## config.mk

```make
export PLATFORM = sky130hd
export DESIGN_NAME = frc_timer
export DESIGN_NICKNAME = d
export VERILOG_FILES = /design/src/rtl/frc_pkg.sv /design/src/rtl/frc_prescale.sv /design/src/rtl/frc_count.sv /design/src/rtl/frc_rdbuf.sv /design/src/rtl/frc_ovf.sv /design/src/rtl/frc_timer.sv
export SDC_FILE = /design/constraint.sdc
export NUM_CORES = 1
export LEC_CHECK = 0
export BUFFER_PORTS_ARGS = -buffer_cell sky130_fd_sc_hd__buf_4
export CAP_MARGIN = 20
export CORE_MARGIN = 1
export CORE_UTILIZATION = 26
export CTS_BUF_LIST = sky130_fd_sc_hd__clkbuf_16
export DETAILED_ROUTE_END_ITERATION = 10
export RECOVER_POWER = 25
export SYNTH_ARGS = -nofsm -noshare
export SYNTH_HDL_FRONTEND = slang
export SYNTH_SLANG_ARGS = --single-unit
```

## constraint.sdc

```tcl
create_clock -name clk -period 2.8 [get_ports clk]
set_input_delay 0.42 -clock clk [delete_from_list [all_inputs] [get_ports clk]]
set_output_delay 0.42 -clock clk [all_outputs]
set_load 0.005 [all_outputs]
```

## src/rtl/frc_pkg.sv

```systemverilog
package frc_pkg;

    localparam logic [7:0] ADR_MAIN_HI = 8'h18;
    localparam logic [7:0] ADR_MAIN_LO = 8'h19;
    localparam logic [7:0] ADR_ALT_HI  = 8'h1A;
    localparam logic [7:0] ADR_ALT_LO  = 8'h1B;

    typedef enum logic {
        RB_LIVE,
        RB_HELD
    } rdbuf_state_t;

    typedef enum logic [1:0] {
        OVF_IDLE,
        OVF_PEND,
        OVF_ARMED
    } ovf_state_t;

endpackage

```

## src/rtl/frc_prescale.sv

```systemverilog
module frc_prescale #(
    parameter int PRE_DIV = 4
) (
    input  logic clk,
    input  logic rst_n,
    output logic tick
);
    localparam int PW = (PRE_DIV > 1) ? $clog2(PRE_DIV) : 1;
    localparam logic [PW-1:0] LAST = PW'(PRE_DIV - 1);

    logic [PW-1:0] phase_q;

    always_ff @(posedge clk or negedge rst_n) begin
        if (!rst_n)
            phase_q <= '0;
        else if (phase_q == LAST)
            phase_q <= '0;
        else
            phase_q <= phase_q + 1'b1;
    end

    assign tick = (phase_q == LAST);
endmodule

```

## src/rtl/frc_count.sv

```systemverilog
module frc_count #(
    parameter int CNT_W = 16
) (
    input  logic             clk,
    input  logic             rst_n,
    input  logic             step,
    output logic [CNT_W-1:0] count,
    output logic             wrap
);
    localparam logic [CNT_W-1:0] ALL_ONES = {CNT_W{1'b1}};
    localparam logic [CNT_W-1:0] RST_VAL  = ALL_ONES ^ CNT_W'(3);

    logic [CNT_W-1:0] count_q;

    always_ff @(posedge clk or negedge rst_n) begin
        if (!rst_n)
            count_q <= RST_VAL;
        else if (step)
            count_q <= count_q + 1'b1;
    end

    assign count = count_q;
    assign wrap  = step && (count_q == ALL_ONES);
endmodule

```

## src/rtl/frc_rdbuf.sv

```systemverilog
module frc_rdbuf
    import frc_pkg::*;
(
    input  logic       clk,
    input  logic       rst_n,
    input  logic       hi_rd,
    input  logic       lo_rd,
    input  logic [7:0] live_lo,
    output logic       held,
    output logic [7:0] buf_val
);
    rdbuf_state_t state_q, state_d;
    logic [7:0]   buf_q, buf_d;

    always_ff @(posedge clk or negedge rst_n) begin
        if (!rst_n) begin
            state_q <= RB_LIVE;
            buf_q   <= '0;
        end else begin
            state_q <= state_d;
            buf_q   <= buf_d;
        end
    end

    always_comb begin
        state_d = state_q;
        buf_d   = buf_q;
        unique case (state_q)
            RB_LIVE: begin
                if (hi_rd) begin
                    state_d = RB_HELD;
                    buf_d   = live_lo;
                end
            end
            RB_HELD: begin
                if (lo_rd)
                    state_d = RB_LIVE;
            end
            default: state_d = RB_LIVE;
        endcase
    end

    always_comb begin
        held    = (state_q == RB_HELD);
        buf_val = buf_q;
    end
endmodule

```

## src/rtl/frc_ovf.sv

```systemverilog
module frc_ovf
    import frc_pkg::*;
(
    input  logic clk,
    input  logic rst_n,
    input  logic wrap,
    input  logic stat_rd,
    input  logic main_acc,
    output logic flag
);
    ovf_state_t state_q, state_d;

    always_ff @(posedge clk or negedge rst_n) begin
        if (!rst_n)
            state_q <= OVF_IDLE;
        else
            state_q <= state_d;
    end

    always_comb begin
        state_d = state_q;
        unique case (state_q)
            OVF_IDLE: begin
                if (wrap)
                    state_d = OVF_PEND;
            end
            OVF_PEND: begin
                if (wrap)
                    state_d = OVF_PEND;
                else if (stat_rd)
                    state_d = OVF_ARMED;
            end
            OVF_ARMED: begin
                if (wrap)
                    state_d = OVF_PEND;
                else if (main_acc)
                    state_d = OVF_IDLE;
            end
            default: state_d = OVF_IDLE;
        endcase
    end

    always_comb begin
        flag = (state_q != OVF_IDLE);
    end
endmodule

```

## src/rtl/frc_timer.sv

```systemverilog
module frc_timer
    import frc_pkg::*;
#(
    parameter int CNT_W   = 16,
    parameter int PRE_DIV = 4,
    parameter int ADDR_W  = 8
) (
    input  logic              clk,
    input  logic              rst_n,
    input  logic              rd_en,
    input  logic [ADDR_W-1:0] rd_addr,
    input  logic              stat_rd,
    input  logic              ovf_ie,
    output logic [7:0]        rd_data,
    output logic              ovf_flag,
    output logic              ovf_irq
);
    logic             pre_tick;
    logic [CNT_W-1:0] cnt_q;
    logic             cnt_wrap;
    logic [15:0]      cnt_ext;
    logic             sel_main_hi, sel_main_lo, sel_alt_hi, sel_alt_lo;
    logic             hi_rd, lo_rd, main_acc;
    logic             buf_held;
    logic [7:0]       buf_val;

    frc_prescale #(.PRE_DIV(PRE_DIV)) u_pre (
        .clk  (clk),
        .rst_n(rst_n),
        .tick (pre_tick)
    );

    frc_count #(.CNT_W(CNT_W)) u_cnt (
        .clk  (clk),
        .rst_n(rst_n),
        .step (pre_tick),
        .count(cnt_q),
        .wrap (cnt_wrap)
    );

    assign cnt_ext = 16'(cnt_q);

    assign sel_main_hi = rd_en && (rd_addr == ADDR_W'(ADR_MAIN_HI));
    assign sel_main_lo = rd_en && (rd_addr == ADDR_W'(ADR_MAIN_LO));
    assign sel_alt_hi  = rd_en && (rd_addr == ADDR_W'(ADR_ALT_HI));
    assign sel_alt_lo  = rd_en && (rd_addr == ADDR_W'(ADR_ALT_LO));

    assign hi_rd    = sel_main_hi || sel_alt_hi;
    assign lo_rd    = sel_main_lo || sel_alt_lo;
    assign main_acc = sel_main_hi || sel_main_lo;

    frc_rdbuf u_buf (
        .clk    (clk),
        .rst_n  (rst_n),
        .hi_rd  (hi_rd),
        .lo_rd  (lo_rd),
        .live_lo(cnt_ext[7:0]),
        .held   (buf_held),
        .buf_val(buf_val)
    );

    frc_ovf u_ovf (
        .clk     (clk),
        .rst_n   (rst_n),
        .wrap    (cnt_wrap),
        .stat_rd (stat_rd),
        .main_acc(main_acc),
        .flag    (ovf_flag)
    );

    always_comb begin
        if (hi_rd)
            rd_data = cnt_ext[15:8];
        else if (lo_rd)
            rd_data = buf_held ? buf_val : cnt_ext[7:0];
        else
            rd_data = 8'h00;
    end

    assign ovf_irq = ovf_flag && ovf_ie;
endmodule

```

* Word level (Yosys, flattened, before mapping)
Index checks and enable logic that the tools add are counted.
Word-level totals: logic and storage cells 45, output and inout port bits 10, flip-flop bits (word level) 29
Operators by class: equality and inequality tests 11, reductions and logical operators 13, multiplexer cells 13, add/sub/neg operators 2, bitwise operators 1
Operator list (number):
- == test 8 x 5 -> 1 bit (second input constant) | 4
- 2-to-1 mux 8 bit | 3
- adder 16 x 1 -> 16 bit (second input constant) | 1
- == test 16 bit (second input constant) | 1
- 2-to-1 mux 2 bit | 6
- logical AND 1 bit | 6
- != test 3 bit (second input constant) | 2
- case mux 2 bit (3 select lines) | 1
- == test 2 bit (second input constant) | 2
- logical OR 1 bit | 3
- AND reduction 3 bit | 1
- adder 2 x 1 -> 2 bit (second input constant) | 1
- == test 2 x 1 -> 1 bit (second input constant) | 1
- zero test 2 bit | 1
- 2-to-1 mux 1 bit | 2
- != test 2 bit (second input constant) | 1
- case mux 1 bit (2 select lines) | 1
- AND reduction 2 bit | 1
- nonzero test 2 bit | 1
- inverter 1 bit | 1

* Depth between registers and ports, before layout
Gate-level depths: netlist of run 1.
word-level depth 6, gate-level depth with buffers 6, depth with buffers taken out 5

* Cells and area by module
From an unflattened synthesis of run 1, not the netlist that was laid out.
Second synthesis, totals: cell total of the unflattened synthesis 133, area, all modules 1614.0 um^2
By module, submodules not included:
- frc_count | sequential area each 417.9 um^2, area an instance 769.5 um^2, cells an instance 64, times used 1
- frc_rdbuf | sequential area each 225.2 um^2, area an instance 374.1 um^2, cells an instance 21, times used 1
- frc_timer | sequential area each 0.0 um^2, area an instance 311.5 um^2, cells an instance 36, times used 1
- frc_ovf | sequential area each 50.0 um^2, area an instance 92.6 um^2, cells an instance 8, times used 1
- frc_prescale | sequential area each 50.0 um^2, area an instance 66.3 um^2, cells an instance 4, times used 1

* Worst setup path after synthesis of run 1
OpenSTA, ideal clock, no wires.
path kind input-to-output, from in rd_addr[0], to out rd_data[6], data required time 2.380 ns, arrival time 1.251 ns, setup slack 1.129 ns, stages 4, path buffers 2, cell sequence clkbuf_1 -> clkbuf_1 -> nor2_1 -> a211oi_1
Between the ends: cells in the longest elaborated chain, start to end 5
RTL lines:
- from (decl) | line frc_timer.sv:11 | input logic [ADDR_W-1:0] rd_addr,
- == test 8 x 5 -> 1 bit (on tied branches) | line frc_timer.sv:44, frc_timer.sv:46
- logical AND 1 bit (on tied branches) | line frc_timer.sv:44, frc_timer.sv:46
- logical OR 1 bit | line frc_timer.sv:49 | assign lo_rd = sel_main_lo || sel_alt_lo;
- 2-to-1 mux 8 bit | line frc_timer.sv:74 | else if (lo_rd)
- 2-to-1 mux 8 bit * | line frc_timer.sv:72 | if (hi_rd)
- to (decl) | line frc_timer.sv:14 | output logic [7:0] rd_data,
Mark *: on every way between the ends. The rest lies on a longest branch, timed or not.

* Final worst setup path of run 1
from reg u_buf.state_q (netlist: u_buf.held), to out rd_data[2]
Between the ends: cells in the longest elaborated chain, start to end 3
RTL lines:
- from (decl) | line frc_rdbuf.sv:12 | rdbuf_state_t state_q, state_d;
- from (signal assigned) | line frc_rdbuf.sv:20 | state_q <= state_d;
- 2-to-1 mux 8 bit | line frc_timer.sv:75 | rd_data = buf_held ? buf_val : cnt_ext[7:0];
- 2-to-1 mux 8 bit | line frc_timer.sv:74
- 2-to-1 mux 8 bit | line frc_timer.sv:72
Every way passes these cells.

==> results.json, run 1 <==
{
  "status": "finished with violations",
  "violations": "max-capacitance violations, max-slew violations",
  "core_region_area_mm2": 0.00527,
  "powerDensity_mw_per_mm2": 537,
  "clkSlewWorstSetupHoldPaths_ns": 0.05,
  "finalCriticalPeriod_ns": 2.01,
  "synth_ff_type": "dfrtp_1",
  "routed_wl_mm": 2.86,
  "skew_ns": 0.00365,
  "dieArea_mm2": 0.00593,
  "crit_path_end_kind": "output port",
  "critPathLaunchType": "flop",
  "drive_gt1_frac": 0.342,
  "avgSynthCellArea_um2": 11.7,
  "synthTopCellsByArea": "dfrtp_1, dfstp_2, mux2_4",
  "ir_worst_vdd_mv": 0.229,
  "finalMaxSlewViolations": 30,
  "insertedDiodeCount": 0,
  "hold_violations": 0,
  "initial_core_util": 0.278,
  "io_pins": 23,
  "ys_ff_latch": 29,
  "setup_violations": 0,
  "clock_sinks": 29,
  "syn_area_mm2": 0.00146,
  "synth-edff-count": 0,
  "track_usage": 0.108,
  "drc": 0,
  "cts.hold.buffers_added": 0,
  "synth_top_area_cell": "dfrtp_1",
  "port_buffers": 22,
  "grt_setup_unrepaired": "no",
  "grt_antenna_before_repair": 0,
  "finalWeightedCongestion": 0.716,
  "arrival_ns": 1.59,
  "cts_buffer_depth": 2,
  "nNetsFinal": 163,
  "grt_max_degree": 30,
  "area_growth_pct": 24.3,
  "fin_util": 0.345,
  "grt_first_pass_wirelength_mm": 4.89,
  "critical_path_required_ns": 2.38,
  "antenna_left": 0,
  "cts_inserted_buffers": 5,
  "detail_route.wl_per_cell_um": 13.1,
  "hold_slack_ns": 0.431,
  "first_pass_iters": 4,
  "vias_per_cell": 4.49,
  "synth_commonest_cells": "dfrtp_1, dfstp_2, nor2_1",
  "post-synth-top-count-cell": "dfrtp_1",
  "cts_root_buf": "clkbuf_16",
  "synth.top_cell.area_share": 0.256,
  "die_y_um": 77.0,
  "cp_max_fo": 10,
  "cts.repair.resized": 0,
  "tns_ns": 0,
  "path_class": "reg -> out",
  "vias": 984,
  "rows": 26,
  "fmax_ghz": 0.498,
  "async_reset_ff_frac": 1.00,
  "htreeDepth": 2,
  "slew_headroom": -0.0204,
  "fin_crit_sh": 0.717,
  "synthCells": 125,
  "yosysWarningCount": 0,
  "drt_iter0_markers": 57,
  "die_w_um": 77.0,
  "p_leak_nw": 0.850,
  "cts_tree": "built",
  "overflow": 0,
  "tightest_slew_ns": 1.53,
  "syn_nets": 140,
  "hold_class": "reg -> reg",
  "ys_seq_area_frac": 0.508,
  "netlist-cell-type-count": 32,
  "post-cts-setup-buffers": 0,
  "dp_hpwl_mm": 2.03,
  "cap_violations": 1,
  "clk_latency_ns": 0.27,
  "grt_pass1_vias": 977
}
-- stage by stage --
step | instances | setup slack [ns] | power, mW | cell area (um2)
3_3_place_gp | 211 | 0.721 | 0.487 | 1680
2_1_floorplan | 125 | 1.13 | 0.463 | 1460
4_1_cts | 219 | 0.760 | 0.993 | 1820
6_report | 219 | 0.793 | 0.977 | 1820
5_1_grt | 219 | 0.685 | 1.02 | 1820
3_5_place_dp | 211 | 0.664 | 0.488 | 1680
-- logic make-up (layout without fill, tap and decap cells) --
kind of cell / count (synthesis) / after routing / synth area share
XOR/XNOR: 15 / 15 / 0.0897
adder cells (fa/ha/maj): 2 / 2 / 0.0171
multiplexers: 17 / 17 / 0.144
AO/OA/AOI/OAI: 15 / 15 / 0.0684
flip-flops: 29 / 29 / 0.508
AND/OR/NAND/NOR: 39 / 39 / 0.145
buffers and inverters: 8 / 32 / 0.0274
-- area by class of cell --
cell class | instances | area (um2)
multi-input cells | 88 | 681
clock buffers | 5 | 125
well taps | 70 | 87.6
repair buffers | 22 | 161
fillers | 563 | 3450
flip-flops and latches | 29 | 743
inverters | 2 | 7.51
clock inverters | 3 | 13.8
-- final timing paths --
kind / start / end / slack, ns / depth (start not counted)
worst max-delay path: u_buf.held / rd_data[2] / 0.79 / 3
worst min-delay path: u_pre.phase_q[0] / u_pre.phase_q[0] / 0.43 / 1
worst max register to register: u_pre.phase_q[0] / u_cnt.count[9] / 1.09 / 5
worst min register to register: u_pre.phase_q[0] / u_pre.phase_q[0] / 0.43 / 1
max in group asynchronous: rst_n / u_cnt.count[0] / 1.39 / 1
min in group asynchronous: rst_n / u_buf.buf_val[4] / 0.52 / 1
-- registers in the layout, indices dropped and copies added (netlist names) --
signal / cells
u_buf.buf_val: 8
u_buf.held: 1
u_cnt.count: 16
u_ovf.state_q: 2
u_pre.phase_q: 2
-- per-layer routing --
metal	vias up	routed length (um)	GRT usage
li1	488	-	-
met5	-	0	0
met3	5	189	0.0393
met2	30	1180	0.154
met1	461	1430	0.145
met4	0	55	0.0453
-- cells in the final DEF, fill, tap and decap left out, types with 5 or more instances in the layout --
cell and n:
buf_4 21, dfrtp_1 15, dfstp_2 14, nor2_1 13
mux2i_1 8, a211oi_1 8, mux2_4 8, xnor2_1 8
xor2_1 7, nand2_1 6, nand3_1 6, clkbuf_16 5
-- critical path, cell delays in order (launching register included) --
cell,delay [ns]
dfrtp_1,0.65
mux2i_1,0.16
a211oi_1,0.34
buf_4,0.17
-- power by group --
part	switching, mW	internal [mW]	total, mW
combinational	0.0187	0.0250	0.0436
clock	0.176	0.321	0.497
sequential	0.0105	0.426	0.437
total	0.205	0.772	0.977
Power figures use the tool's default switching activity.
==> inputs of run 2 (changes only) <==
clock period = 1.9 ns   (was 2.8 ns; I/O delays follow)
==> results.json, run 2 (synthesis gave the netlist of run 1 again) <==
{
  "status": "complete, no violations",
  "drc": 0,
  "area_growth_pct": 28.8,
  "power_mw": 1.59,
  "final_cell_mix": "buf_4, dfrtp_1, dfstp_2, nor2_1",
  "wl_met2_mm": 1.19,
  "setup_violations": 0,
  "cap_violations": 0,
  "antenna_left": 0,
  "wl_met1_mm": 1.43,
  "vias": 1015,
  "worst_slack_ns": 0.0946,
  "nNetsFinal": 168,
  "cp_slowest_stage_delay_ns": 0.48,
  "cp_max_fo": 8,
  "clock_sinks": 29,
  "dp_hpwl_mm": 2.00,
  "first_pass_iters": 4,
  "place_ws_ns": 0.144,
  "routed_wl_mm": 2.86,
  "hold_class": "in -> reg",
  "cp.buffers_inverters": 2,
  "grt_pass1_vias": 1006,
  "path_delay_family": "flip-flops",
  "vias_per_cell": 4.53,
  "powerDensity_mw_per_mm2": 841,
  "clkSlewWorstSetupHoldPaths_ns": 0.05,
  "cp_cell_sequence": "buf_4 > mux2i_1 > a211oi_1 > buf_4",
  "arrival_ns": 1.52,
  "finalCriticalPeriod_ns": 1.81,
  "cpMostUsedCell": "buf_4",
  "grt_max_degree": 30,
  "routed.top_layer": "met4",
  "layout_commonest_cell": "buf_4",
  "cts_buffer_depth": 2,
  "cts_tree": "built",
  "finalMaxSlewViolations": 0,
  "tightest_slew_ns": 0.712,
  "path_class": "reg -> out",
  "n_fill_cell": 540,
  "initial_core_util": 0.278,
  "hold_slack_ns": 0.332,
  "insertedDiodeCount": 0,
  "drive_gt1_frac": 0.364,
  "critPathLaunchType": "flop",
  "die_y_um": 77.0,
  "slew_headroom": 0.525,
  "io_pins": 23,
  "cts_inserted_buffers": 5,
  "multi_input_area_um2": 681,
  "largest_reg_flops": 16,
  "hold_violations": 0,
  "dieArea_mm2": 0.00593,
  "crit_path_end_kind": "output port",
  "regArea_um2": 744,
  "fmax_ghz": 0.554,
  "clk_latency_ns": 0.28,
  "tns_ns": 0,
  "port_buffers": 22,
  "htreeDepth": 2,
  "track_usage": 0.110,
  "fin_crit_sh": 0.950,
  "final_area_mm2": 0.00189,
  "rows": 26,
  "cts_root_buf": "clkbuf_16",
  "dpl-instance-area_mm2": 0.00171,
  "detail_route.wl_per_cell_um": 12.8,
  "skew_ns": 0.00640,
  "finalWeightedCongestion": 0.683,
  "ir_worst_vdd_mv": 0.358,
  "grt_first_pass_wirelength_mm": 4.93,
  "core_region_area_mm2": 0.00527,
  "grt_setup_unrepaired": "no",
  "critical_path_required_ns": 1.62,
  "met3_wirelength_um": 178,
  "die_w_um": 77.0,
  "grt_antenna_before_repair": 0,
  "p_leak_nw": 0.884,
  "overflow": 0,
  "slowest_stage": "dfrtp_2",
  "drt_iter0_markers": 33
}
run 2: stage by stage:
stage | util | instances
after global placement | 0.325 | 215
after floorplan | - | 125
after global routing | 0.358 | 224
final | 0.358 | 224
after CTS | 0.358 | 224
after detailed placement | 0.325 | 215
run 2: routing by layer:
metal  global-route usage  vias up
li1                     -      496
met1                0.147      484
met2                0.152       27
met3               0.0405        8
met4               0.0623        0
met5                    0        -
run 2: what timing repair did:
item | 4_1_cts | 5_1_grt
setup endpoints to repair | 1 | 0
hold buffers | 1 | 0
endpoints found under the hold margin | 15 | 0
buffers inserted | 0 | 0
gates resized for setup | 1 | 0
run 2: worst paths after layout:
| kind | start | to | slack [ns] | cells after the start |
|---|---|---|---|---|
| max | u_buf.held | rd_data[7] | 0.09 | 4 |
| min | rd_addr[0] | u_buf.held | 0.33 | 2 |
| max reg2reg | u_cnt.count[0] | u_cnt.count[14] | 0.26 | 5 |
| min reg2reg | u_pre.phase_q[0] | u_pre.phase_q[0] | 0.42 | 1 |
| max in group asynchronous | rst_n | u_buf.held | 0.80 | 2 |
| min in group asynchronous | rst_n | u_buf.buf_val[3] | 0.59 | 2 |
run 2: area by class of cell:
cell class / count / area share
multi-input cells: 88 / 0.361
inverters: 2 / 0.00398
flip-flops and latches: 29 / 0.395
repair buffers: 27 / 0.107
well taps: 70 / 0.0464
clock inverters: 3 / 0.0199
clock buffers: 5 / 0.0664
run 2: where the power goes:
group	switching (mW)	internal, mW
registers	0.0122	0.629
logic	0.0311	0.0414
clock network	0.265	0.607
==> inputs of run 3 (changes only) <==
SYNTH_HIERARCHICAL = 1   (was unset)
==> results.json, run 3 <==
{
  "status": "complete, no violations",
  "grt_pass1_vias": 1115,
  "dpl-instance-area_mm2": 0.00190,
  "synth_ff_type": "dfrtp_1",
  "r2r-start": "u_cnt/count[7]",
  "power_mw": 1.47,
  "track_usage": 0.114,
  "cap_violations": 0,
  "avgSynthCellArea_um2": 12.1,
  "final_cells": 241,
  "netlist-cell-type-count": 32,
  "cp_cell_sequence": "mux2i_1 > a2111oi_2 > buf_4",
  "antenna_left": 0,
  "hold_depth": 3,
  "hold_violations": 0,
  "hold_slack_ns": 0.293,
  "synthTopCellsByArea": "dfrtp_1, dfstp_2, a2111oi_2",
  "fin_util": 0.344,
  "cts_buffer_depth": 2,
  "rr_worst_depth": 4,
  "overflow": 0,
  "hp-start": "stat_rd",
  "critical_path_required_ns": 1.62,
  "skew_ns": 0.00349,
  "cts_tree": "built",
  "port_buffers": 22,
  "busiest_layer": "met2",
  "p_leak_nw": 0.876,
  "fmax_ghz": 0.546,
  "path_delay_family": "flip-flops",
  "synth_commonest_cells": "dfrtp_1, dfstp_2, nor2_1, xor2_1",
  "rows": 28,
  "hold_class": "in -> reg",
  "syn_nets": 148,
  "grt_first_pass_wirelength_mm": 5.35,
  "core_region_area_mm2": 0.00596,
  "cp.buffers_inverters": 1,
  "slowest_stage": "dfstp_2",
  "dieArea_mm2": 0.00653,
  "cp_slowest_stage_delay_ns": 0.61,
  "arrival_ns": 1.55,
  "powerDensity_mw_per_mm2": 716,
  "crit_path_end_kind": "output port",
  "routed_wl_mm": 3.31,
  "tightest_slew_ns": 0.723,
  "drt_iter0_markers": 29,
  "post-cts-setup-buffers": 0,
  "die_y_um": 80.8,
  "dpl.cell_count": 232,
  "clock_sinks": 29,
  "tns_ns": 0,
  "clk_latency_ns": 0.27,
  "grt_setup_unrepaired": "no",
  "path_class": "reg -> out",
  "async_reset_ff_frac": 1.00,
  "syn_area_mm2": 0.00161,
  "yosysWarningCount": 6,
  "detail_route.wl_per_cell_um": 13.7,
  "ys_seq_area_frac": 0.460,
  "area_growth_pct": 27.1,
  "vias": 1115,
  "htreeDepth": 2,
  "setup_violations": 0,
  "post-synth-top-count-cell": "dfrtp_1",
  "gr-usage-met3": 0.0315,
  "hold_path_end": "u_ovf/state_q[0]",
  "reg2reg_to": "u_ovf/state_q[0]",
  "grt_antenna_before_repair": 0,
  "first_pass_iters": 5,
  "finalMaxSlewViolations": 0,
  "r2r_slack_ns": 0.24,
  "worst_slack_ns": 0.0695,
  "ys_ff_latch": 29,
  "ir_worst_vdd_mv": 0.265,
  "cp_max_fo": 6,
  "initial_core_util": 0.271,
  "grt_util_met1": 0.145,
  "n_fill_cell": 596,
  "synthCells": 133,
  "met2_usage": 0.175,
  "synth_top_area_cell": "dfrtp_1",
  "drive_gt1_frac": 0.464,
  "final_cell_mix": "buf_4, dfrtp_1, dfstp_2, nor2_1, xor2_1",
  "place_ws_ns": 0.0764,
  "io_pins": 23,
  "finalWeightedCongestion": 0.737,
  "layout_commonest_cell": "buf_4",
  "drc": 0,
  "critPathLaunchType": "flop",
  "cts_inserted_buffers": 5,
  "die_w_um": 80.8,
  "insertedDiodeCount": 0,
  "final_area_mm2": 0.00205,
  "clkSlewWorstSetupHoldPaths_ns": 0.05,
  "fin_crit_sh": 0.963,
  "grt_max_degree": 30,
  "largest_reg_flops": 16,
  "dp_hpwl_mm": 2.39,
  "vias_per_cell": 4.63,
  "nNetsFinal": 180,
  "slew_headroom": 0.518,
  "cts_root_buf": "clkbuf_16",
  "synth.top_cell.area_share": 0.233,
  "synth-edff-count": 0,
  "finalCriticalPeriod_ns": 1.83
}
-- run 3: changes by cell type after synthesis, moves of 2 or more --
cell,previous run,this run
a2111oi_2,0,8
nand4_4,0,2
clkbuf_1,3,0
nor3_1,1,6
and3_1,2,0
a211oi_1,8,0
buf_2,2,4
xnor2_1,8,4
nand3_1,6,3
nor4_1,0,5
xor2_1,7,11
-- run 3: cell type report --
class / instances / area, um2 / share of cell area
clock buffers: 5 / 125 / 0.0610
repair buffers: 32 / 253 / 0.123
multi-input cells: 94 / 810 / 0.395
flip-flops and latches: 29 / 744 / 0.363
clock inverters: 3 / 13.8 / 0.00671
inverters: 3 / 11.3 / 0.00549
well taps: 75 / 93.8 / 0.0458
-- run 3: metal layers --
| layer | part of all wire | up-vias |
|---|---|---|
| met5 | 0 | - |
| met4 | 0.021 | 0 |
| met3 | 0.052 | 5 |
| met2 | 0.45 | 27 |
| met1 | 0.48 | 536 |
| li1 | - | 547 |
-- run 3: cells by family after synthesis --
family,Yosys count,synth area share
AO/OA/AOI/OAI,11,0.0861
XOR/XNOR,15,0.0814
adder cells (fa/ha/maj),2,0.0155
buffers and inverters,10,0.0380
flip-flops,29,0.460
multiplexers,17,0.131
AND/OR/NAND/NOR,49,0.188
-- run 3: worst max path at each step --
stage          slack (ns)          endpoint      startpoint  cells past startpoint
3_3_place_gp         0.08  u_buf/buf_val[0]      rd_addr[5]                      6
5_1_grt              0.02        rd_data[7]  u_cnt/count[7]                      3
2_1_floorplan        0.18  u_buf/buf_val[0]      rd_addr[5]                      6
4_1_cts              0.02        rd_data[3]  u_cnt/count[3]                      3
3_5_place_dp         0.08  u_buf/buf_val[3]      rd_addr[5]                      6
6_report             0.07        rd_data[4]  u_cnt/count[4]                      3
-- run 3: timing repair --
item / 4_1_cts / 5_1_grt
pin swaps: 0 / 6
hold buffers: 1 / 0
endpoints found under the setup margin: 8 / 6
gates resized for setup: 1 / 0
hold endpoints to repair: 15 / 0
-- run 3: report_power, final --
part,leakage (nW),total [mW],internal [mW],switching [mW]
combinational,0.454,0.0832,0.0441,0.0392
clock,0.0748,0.740,0.474,0.266
sequential,0.347,0.645,0.629,0.0164
-- run 3: tightest hold or removal path, delay by kind of cell --
kind            cells  cell delay, ns
simple gates        1            0.03
buf+inv             1            0.08
compound gates      1            0.12
